File: src/rtl/xbo_pkg.sv
package xbo_pkg;

    typedef enum logic [1:0] {
        OWN_SLAVE     = 2'd0,
        OWN_WAIT_BUSY = 2'd1,
        OWN_MASTER    = 2'd2,
        OWN_RELEASE   = 2'd3
    } own_state_e;

    typedef struct packed {
        own_state_e st;
    } own_regs_t;

    typedef struct packed {
        logic breq;
    } req_regs_t;

    localparam own_regs_t OWN_RESET = '{st: OWN_SLAVE};
    localparam req_regs_t REQ_RESET = '{breq: 1'b0};

endpackage

File: src/rtl/xbo_req_gen.sv
module xbo_req_gen
    import xbo_pkg::*;
#(
    parameter int NUM_SRC = 3
) (
    input  logic               clk,
    input  logic               rst_n,
    input  logic [NUM_SRC-1:0] acc_req_i,
    input  logic [NUM_SRC-1:0] acc_ext_i,
    input  logic               req_hold_i,
    output logic               breq_o
);

    localparam int SRC_W = (NUM_SRC > 1) ? NUM_SRC : 1;

    logic [SRC_W-1:0] ext_need;
    req_regs_t        r_d, r_q;

    // Only accesses flagged as external count toward the request
    for (genvar g = 0; g < NUM_SRC; g++) begin : g_qual
        assign ext_need[g] = acc_req_i[g] & acc_ext_i[g];
    end

    always_comb begin
        r_d      = r_q;
        r_d.breq = (|ext_need) | req_hold_i;
    end

    always_ff @(posedge clk) begin
        if (!rst_n) r_q <= REQ_RESET;
        else        r_q <= r_d;
    end

    assign breq_o = r_q.breq;

endmodule

File: src/rtl/xbo_own_fsm.sv
module xbo_own_fsm
    import xbo_pkg::*;
(
    input  logic clk,
    input  logic rst_n,
    input  logic breq_i,
    input  logic grant_i,
    input  logic busy_i,
    input  logic cyc_active_i,
    output logic master_o,
    output logic busy_o,
    output logic start_ok_o
);

    own_regs_t r_d, r_q;

    always_comb begin
        r_d = r_q;
        unique case (r_q.st)
            OWN_SLAVE: begin
                if (grant_i && breq_i) r_d.st = OWN_WAIT_BUSY;
            end
            OWN_WAIT_BUSY: begin
                // takeover deferred until the previous owner frees the bus
                if (!grant_i)     r_d.st = OWN_SLAVE;
                else if (!busy_i) r_d.st = OWN_MASTER;
            end
            OWN_MASTER: begin
                // parking: stay while granted, request or not
                if (!grant_i && !cyc_active_i) r_d.st = OWN_RELEASE;
            end
            OWN_RELEASE: begin
                r_d.st = OWN_SLAVE;
            end
            default: r_d.st = OWN_SLAVE;
        endcase
    end

    always_ff @(posedge clk) begin
        if (!rst_n) r_q <= OWN_RESET;
        else        r_q <= r_d;
    end

    assign master_o   = (r_q.st == OWN_MASTER);
    assign busy_o     = (r_q.st == OWN_MASTER) || (r_q.st == OWN_RELEASE);
    assign start_ok_o = master_o && grant_i;

endmodule

File: src/rtl/xbus_owner.sv
module xbus_owner
    import xbo_pkg::*;
#(
    parameter int NUM_SRC = 3
) (
    input  logic               clk,
    input  logic               rst_n,
    input  logic [NUM_SRC-1:0] acc_req_i,
    input  logic [NUM_SRC-1:0] acc_ext_i,
    input  logic               req_hold_i,
    input  logic               grant_i,
    input  logic               busy_i,
    input  logic               cyc_active_i,
    output logic               breq_o,
    output logic               master_o,
    output logic               busy_o,
    output logic               start_ok_o
);

    logic breq_w;

    xbo_req_gen #(.NUM_SRC(NUM_SRC)) u_req (
        .clk        (clk),
        .rst_n      (rst_n),
        .acc_req_i  (acc_req_i),
        .acc_ext_i  (acc_ext_i),
        .req_hold_i (req_hold_i),
        .breq_o     (breq_w)
    );

    xbo_own_fsm u_fsm (
        .clk          (clk),
        .rst_n        (rst_n),
        .breq_i       (breq_w),
        .grant_i      (grant_i),
        .busy_i       (busy_i),
        .cyc_active_i (cyc_active_i),
        .master_o     (master_o),
        .busy_o       (busy_o),
        .start_ok_o   (start_ok_o)
    );

    assign breq_o = breq_w;

endmodule

File: config.mk
export PLATFORM = sky130hd
export DESIGN_NAME = xbus_owner
export DESIGN_NICKNAME = d
export VERILOG_FILES = /design/src/rtl/xbo_pkg.sv /design/src/rtl/xbo_req_gen.sv /design/src/rtl/xbo_own_fsm.sv /design/src/rtl/xbus_owner.sv
export SDC_FILE = /design/constraint.sdc
export NUM_CORES = 1
export LEC_CHECK = 0
export BUFFER_PORTS_ARGS = -buffer_cell sky130_fd_sc_hd__clkbuf_2
export CELL_PAD_IN_SITES_DETAIL_PLACEMENT = 0
export CELL_PAD_IN_SITES_GLOBAL_PLACEMENT = 1
export CORE_AREA = 2 2 39 41
export CTS_BUF_LIST = sky130_fd_sc_hd__clkbuf_8
export DETAILED_ROUTE_END_ITERATION = 10
export DIE_AREA = 0 0 41 43
export PLACE_DENSITY_LB_ADDON = 0.15
export SETUP_SLACK_MARGIN = 0.15
export SYNTH_ARGS = -nofsm -noshare
export SYNTH_HDL_FRONTEND = slang
export SYNTH_SLANG_ARGS = --single-unit
export TNS_END_PERCENT = 1
File: constraint.sdc
create_clock -name clk -period 2.6 [get_ports clk]
set_input_delay 0.26 -clock clk [delete_from_list [all_inputs] [get_ports clk]]
set_output_delay 0.26 -clock clk [all_outputs]
set_load 0.01 [all_outputs]
* Word-level counts from Yosys, hierarchy flattened
Cells that the tools add are included.
** Word-level totals
- Input port bits :: 12
- Output and inout bits :: 4
- Register bits after elaboration :: 3
** Operators by class
- Mux-type cells :: 5
- Reduce and logical (&&, ||, !) cells :: 9
- Equal/unequal tests :: 6
- Bitwise gates (word level) :: 4
** Operator list (count)
- 2-bit two-way mux :: 4
- 2-bit case mux with 4 select lines :: 1
- 2-bit == test (second input constant) :: 2
- 1-bit bitwise AND :: 3
- 1-bit logical AND :: 3
- 3-bit inequality test (second input constant) :: 1
- 3-bit AND reduction :: 1
- 3-bit OR reduction :: 1
- 2-bit by 1-bit == test with 1-bit output (second input constant) :: 1
- 1-bit zero test :: 2
- 2-bit zero test :: 1
- 2-bit by 1-bit inequality test with 1-bit output (second input constant) :: 1
- 2-bit inequality test (second input constant) :: 1
- 1-bit logical OR :: 1
- 1-bit bitwise OR :: 1

* Logic depth before layout (Yosys ltp)
Gate-level depths: netlist (run 1).
- Depth after elaboration :: 4
- Depth in mapped cells :: 3
- Gate-level depth less buffers :: 3

* Hierarchy
Synthesis (run 1) repeated with hierarchy kept, for this count alone.
** Unflattened totals
- Cells, all modules :: 16
- Area total of the unflattened synthesis :: 162.7 um^2
** Modules (own cells, without submodules)
- xbo_own_fsm :: cells each 12, area an instance 122.6 um^2, times used 1, seq. area each 40.0 um^2
- xbo_req_gen :: cells each 4, area an instance 40.0 um^2, times used 1, seq. area each 20.0 um^2

* Worst setup path before layout (run 1)
No wires, ideal clock.
- Path type :: reg2out
- Start :: reg u_fsm.r_q[0] (netlist bit)
- End :: out start_ok_o
- Data arrival time :: 0.775 ns
- Required time :: 2.340 ns
- Setup slack :: 1.565 ns
- Path buffers :: 0
- Cell stages (with the launch flop) :: 3
- Path through :: dfxtp_1 > and2b_2 > and2_1
** Between the ends
- Word-level cells in the longest chain between the ends :: 2
** RTL lines
- start: declaration :: line xbo_own_fsm.sv:15 : own_regs_t r_d, r_q;
- start signal: assignment :: line xbo_own_fsm.sv:41 : else r_q <= r_d;
- 2-bit == test :: line xbo_own_fsm.sv:44 : assign master_o = (r_q.st == OWN_MASTER);
- via master_o :: line xbus_owner.sv:15 : output logic master_o,
- 1-bit logical AND :: line xbo_own_fsm.sv:46 : assign start_ok_o = master_o && grant_i;
- end: declaration :: line xbus_owner.sv:17 : output logic start_ok_o
The timed path passes the listed nets, and every way through them passes these cells.

* Worst setup path in the final report (run 1)
- Start :: reg u_fsm.r_q[0] (netlist bit)
- End :: out start_ok_o
** Between the ends
- Word-level cells in the longest chain between the ends :: 2
** RTL lines (line)
- 2-bit == test :: xbo_own_fsm.sv:44
- 1-bit logical AND :: xbo_own_fsm.sv:46
Every way passes these cells.

==> metrics, run 1 <==
status=finished clean; vias in the first global route=210; Hold Fails Final Rpt=0; Final setup violation count=0; min Tclk post-route=between 1 and 1.5 ns; DRT iter0 DRCs=3; Clock power frac=63.5%; global-route wire length before repair=just over 700 µm; post-route ant nets=0; via count=between 150 and 200; Max clock buf depth=2; fin area=299.0 µm²; leading area contributor after synthesis=dfxtp_1; commonest non-fill, non-tap cell in the layout=clkbuf_2; area occupied by multi-input gates=between 90 and 100 µm²; Layout Cells excl Fill=50; via/cell ratio=3.620; synth warn=0; Avg Synthesized Cell Area=slightly above 10 µm²; post-synth net total=28; Ports=16; Comb power frac=roughly 11%; Sw Pwr=~0.000040 W; Fin Setup TNS=0 ns; worst clock skew=between 0.0004 and 0.0005 ns; Max FO, Critical Path=4; required time worst endpoint=2.34 ns; CTS tree=done; ranking of synthesized cells by area=dfxtp_1 (37%), a221oi_2 (9.2%), nor3b_2 (7.7%); clk root buf=clkbuf_8; fillers=160; Port Buffer Count=15; Slew HR=85.22%; Power Density=slightly below 700 nW/µm²; Hold-fix buffers, CTS=0; Clock Pin Slew Worst Setup and Hold Paths=0.03 ns; commonest cells after routing, fill and taps aside=clkbuf_2 (15), dfxtp_1 (3), clkbuf_8 (3); Register Area=60.06 µm²; Total GRT Usage=between 6 and 7%; DRC Markers=0; placed cell areas=254.0 µm²; CP arrival=about 1.1 ns; largest net degree at the start of global routing=5; final core occ=21.61%; Initial Util=between 10% and 20%; Core ar.=1384 µm²; Post-CTS Setup Repair Bufs=0; post-synthesis cell count=16; crit path kind=register to output port; final period utilization=approximately 50%; part of the Yosys area used for sequential elements=36.92%; Synth Register Bits=3; Setup crit start kind=register; worst vdd ir=roughly 0.00019 V; f_max=~0.75 GHz; NumNets Final=47; share of post-route cells with drive strength above 1=64.71%; synthesized cell area=162.7 µm²; final WL=406 µm; Clock Latency Late Sink=0.21 ns; CTS Buf Count=3; Max-Cap Viols=0; # rows=14; Int Power=roughly 0.00016 W; Area Overhead vs Synth=83.85%; CTS sink count=3; Sw Ratio=19.73%; Die X=between 40 and 50 µm; # placed instances=46; pin slew with the least headroom to its limit=about 0.22 ns; Pre-antenna DRT Iters=2; Worst setup EP type=output port; deepest level of the CTS H-tree=1; Distinct cells, synth=14; remaining global-route overflow=0; Sequential Power Share=around 25%; top cell type's share of synthesized area=36.92%; Final Slew Violations=0; Die ar.=about 1800 µm²; RSZ-0062 raised after global routing=no; number of inserted diodes=0; Hold Path Class=primary input to register; post-cts gate resize count=0; Die Ht=between 40 and 50 µm; Pleak=~0.16 nW; average wire per standard cell=8.120 µm; initial antenna violation count=0; Final GP Congestion=0.5888
## through the flow
stage | worst slack, ns | power, W | hold WS, ns
3_5_place_dp | 1.490 | 0.00007549 | 0.5173
2_1_floorplan | 1.565 | 0.00006346 | 0.3775
5_1_grt | 1.204 | 0.0002180 | 0.3196
6_report | 1.264 | 0.0002039 | 0.2863
4_1_cts | 1.255 | 0.0002104 | 0.2899
3_3_place_gp | 1.496 | 0.00007544 | 0.5196
## cell usage after synthesis (all sizes together)
library cell and instances:
nor2 1, and2 1, a22oi 1, a221oi 1, clkbuf 1, nor2b 1
and2b 1, and3b 1, a21boi 2, o21a 1, nor3b 1, a21oi 1
dfxtp 3
## cell families after synthesis
family	count (synthesis)	share of synthesized area (%)
flops	3	36.92
compound gates	6	30.77
buf+inv	1	2.305
simple gates	6	30.00
## layer usage
metal | share of wire, % | routed length, µm | up-vias | GRT usage (%)
met3 | 14 | 56 | 0 | 3.665
met5 | 0 | 0 | - | 0
met2 | 50 | 203 | 7 | 9.063
met1 | 36 | 147 | 80 | 5.466
li1 | - | - | 94 | -
met4 | 0 | 0 | 0 | 10.00
## final cells by class
cell class | count | share of cell area, %
Clock inverter | 1 | 1.255
Timing Repair Buffer | 15 | 25.10
Sequential cell | 3 | 20.08
Tap cell | 16 | 6.695
Multi-Input combinational cell | 12 | 33.05
Clock buffer | 3 | 13.81
## worst paths after layout
path	depth (start not counted)	slack (ns)	to	start
setup / recovery	3	1.26	start_ok_o	u_fsm.r_q[0]
hold / removal	2	0.29	register	rst_n
setup reg to reg	3	1.67	u_fsm.r_q[0]	register
hold reg to reg	2	0.58	u_fsm.r_q[0]	u_req.breq_o
## power groups by stage
| stage | clock network (W) | registers (W) | logic, W |
|---|---|---|---|
| 2_1_floorplan | 0 | 0.0000526 | 0.0000108 |
| 3_3_place_gp | 0 | 0.0000525 | 0.0000229 |
| 4_1_cts | 0.000135 | 0.0000518 | 0.0000232 |
| 6_report | 0.000130 | 0.0000517 | 0.0000227 |
| 5_1_grt | 0.000140 | 0.0000520 | 0.0000260 |
| 3_5_place_dp | 0 | 0.0000523 | 0.0000231 |
## worst max-delay path, stage by stage, from the launching register on
cell	delay (ns)
dfxtp_1	0.35
and2b_2	0.25
and2_1	0.15
clkbuf_2	0.12
Power figures use the tool's default switching activity.
==> inputs of run 2 (changes only) <==
Settings changed: ABC_AREA from default to 1.
Clock period 2.6 ns to 1.15 ns, I/O delays scaled along.
==> metrics, run 2 <==
synth warn=0 (unchanged); average wire per standard cell=7.356 µm (was 8.120 µm); post-synthesis cell count=25 (was 16); Pleak=0.1649 nW (was 0.1560 nW); Post-CTS Setup Repair Bufs=0 (unchanged); pin slew with the least headroom to its limit=0.2147 ns (was 0.2217 ns); part of the Yosys area used for sequential elements=37.50% (was 36.92%); hold slack=0.1257 ns (was 0.2863 ns); Setup crit start kind=register (unchanged); fillers=163 (was 160); HP Start=rst_n (unchanged); remaining global-route overflow=0 (unchanged); Pre-antenna DRT Iters=4 (was 2); via/cell ratio=3.508 (was 3.620); NumNets Final=56 (was 47); Die X=41 µm (unchanged); Slew HR=85.56% (was 85.22%); Final GP Congestion=0.6142 (was 0.5888); Hold Fails Final Rpt=0 (unchanged); DP HPWL=393.4 µm; Clock Latency Late Sink=0.21 ns (about the same); Post-synth ARST share=0% (unchanged); largest net degree at the start of global routing=6 (was 5); Clock Pin Slew Worst Setup and Hold Paths=0.03 ns (about the same); Ports=16 (unchanged); Die ar.=1763 µm² (unchanged); Max-Cap Viols=0 (unchanged); post-route ant nets=0 (unchanged); placed cell areas=251.5 µm² (was 254.0 µm²); DRC Markers=0 (unchanged); clk root buf=clkbuf_8 (unchanged); Hold-fix buffers, CTS=0 (unchanged); synth cell count leaders=nor2_1 (6), nand2_1 (5), dfxtp_1 (3); Final Total Pwr=0.0004534 W (was 0.0002039 W); CTS sink count=3 (unchanged); final WL=434 µm (was 406 µm); Port Buffer Count=15 (unchanged); Final setup violation count=0 (unchanged); vias in the first global route=189 (was 210); leading area contributor after synthesis=dfxtp_1 (unchanged); post-synth net total=37 (was 28); via count=207 (was 181); Initial Util=11.57% (was 11.75%); Worst R2R End=u_fsm.r_q[0] (unchanged); area occupied by multi-input gates=91.34 µm² (was 98.84 µm²); Total GRT Usage=5.711% (was 6.827%); worst path cell trace=inv_1 -> nor2_2 -> clkbuf_2 (was and2b_2 -> and2_1 -> clkbuf_2); r2r worst-path depth=3 (unchanged); share of post-route cells with drive strength above 1=53.49% (was 64.71%); Worst Hold Depth=3 (was 2); slowest CP cell=dfxtp_2 (was dfxtp_1); Register Area=62.56 µm² (was 60.06 µm²); commonest non-fill, non-tap cell in the layout=clkbuf_2 (unchanged); WHS Endpoint=u_fsm.r_q[0]; global-route wire length before repair=607 µm (was 710 µm); EDFF count, synth=0 (unchanged); # rows=14 (unchanged); CTS tree=done (unchanged); CP max stage delay=0.34 ns (was 0.35 ns); Core ar.=1384 µm² (unchanged); worst clock skew=0.0004788 ns (was 0.0004274 ns); fin area=311.5 µm² (was 299.0 µm²); CP arrival=0.86 ns (was 1.08 ns); Power Density=1455 nW/µm² (was 681.9 nW/µm²); Distinct cells, synth=12 (was 14); Worst setup EP type=output port (unchanged); Fin Setup TNS=0 ns (unchanged); Top FF cell, synth=dfxtp_1 (unchanged); status=finished clean (unchanged); commonest cells after routing, fill and taps aside=clkbuf_2 (14), nand2_1 (5), nor2_1 (5) (was clkbuf_2 (15), dfxtp_1 (3), clkbuf_8 (3)); crit path kind=register to output port (unchanged); Max FO, Critical Path=4 (unchanged); Die Ht=43 µm (unchanged); Final Slew Violations=0 (unchanged); worst vdd ir=0.0003038 V (was 0.0001916 V); Synth Register Bits=3 (unchanged); Avg Synthesized Cell Area=6.406 µm² (was 10.17 µm²); CTS Buf Count=3 (unchanged); reg-to-reg slack, setup=0.30 ns (was 1.67 ns); deepest level of the CTS H-tree=1 (unchanged); initial antenna violation count=0 (unchanged); RSZ-0062 raised after global routing=yes (was no); Max clock buf depth=2 (unchanged); min Tclk post-route=a little under 1 ns; number of inserted diodes=0 (unchanged); most frequent cell after synthesis=nor2_1 (was dfxtp_1); final period utilization=84.98%; required time worst endpoint=1.03 ns (was 2.34 ns); ranking of synthesized cells by area=dfxtp_1 (38%), nor2_1 (14%), nand2_1 (12%) (was dfxtp_1 (37%), a221oi_2 (9.2%), nor3b_2 (7.7%)); DRT iter0 DRCs=3 (unchanged); f_max=just over 1 GHz; Area Overhead vs Synth=94.53% (was 83.85%); top cell type's share of synthesized area=37.50% (was 36.92%); synthesized cell area=160.2 µm² (was 162.7 µm²); Hold Path Class=primary input to register (unchanged); final core occ=22.51% (was 21.61%)
-- run 2: cell count changes in the layout (fill, tap and decap cells not counted), sizes merged, moves of 2 or more --
| cell | change |
|---|---|
| inv | +3 |
| a21boi | -2 |
| nand3 | +2 |
| nor2 | +5 |
| nand2 | +5 |
-- run 2: where the power goes --
part	total [W]	internal [W]	switching, W
combinational	0.0000472	0.0000259	0.0000213
clock	0.000290	0.000227	0.0000633
sequential	0.000116	0.000111	0.00000488
-- run 2: cell families after synthesis --
kind of cell | share of synthesized area (%)
AO/OA/AOI/OAI | 16.41
flip-flops | 37.50
AND/OR/NAND/NOR | 36.72
buffers and inverters | 9.372
-- run 2: worst max path at each step --
stage,from,end,slack (ns),cells past startpoint
2_1_floorplan,register,register,0.34,4
3_3_place_gp,register,u_fsm.r_q[0],0.26,3
3_5_place_dp,register,u_fsm.r_q[0],0.26,3
4_1_cts,register,master_o,0.14,3
5_1_grt,register,master_o,0.12,3
6_report,register,master_o,0.17,3
-- run 2: stage by stage --
step,worst slack [ns],cells
6_report,0.1727,59
5_1_grt,0.1182,59
4_1_cts,0.1374,59
3_5_place_dp,0.2639,55
3_3_place_gp,0.2627,55
2_1_floorplan,0.3408,25
-- run 2: final cells by class --
class	instances	share of cell area (%)
clock buffer	3	13.25
multi-input combinational	18	29.32
tap	16	6.426
clock inverter	1	1.205
timing repair buffer	15	26.10
inverter	3	3.614
sequential	3	20.08
-- run 2: worst max-delay path: cells and delay by family, from the launching register on --
family	cells	cell delay, ns
buf+inv	2	0.22
flops	1	0.34
simple gates	1	0.10
-- run 2: layer usage --
metal | track usage (%) | part of all wire [%]
met1 | 3.834 | 38
met2 | 9.375 | 52
met3 | 3.141 | 9.9
met4 | 6.000 | 0
met5 | 0 | 0
-- run 2: what timing repair did --
item,4_1_cts,5_1_grt
setup endpoints to repair,2,2
endpoints found under the hold margin,0,0
gates resized for setup,2,4
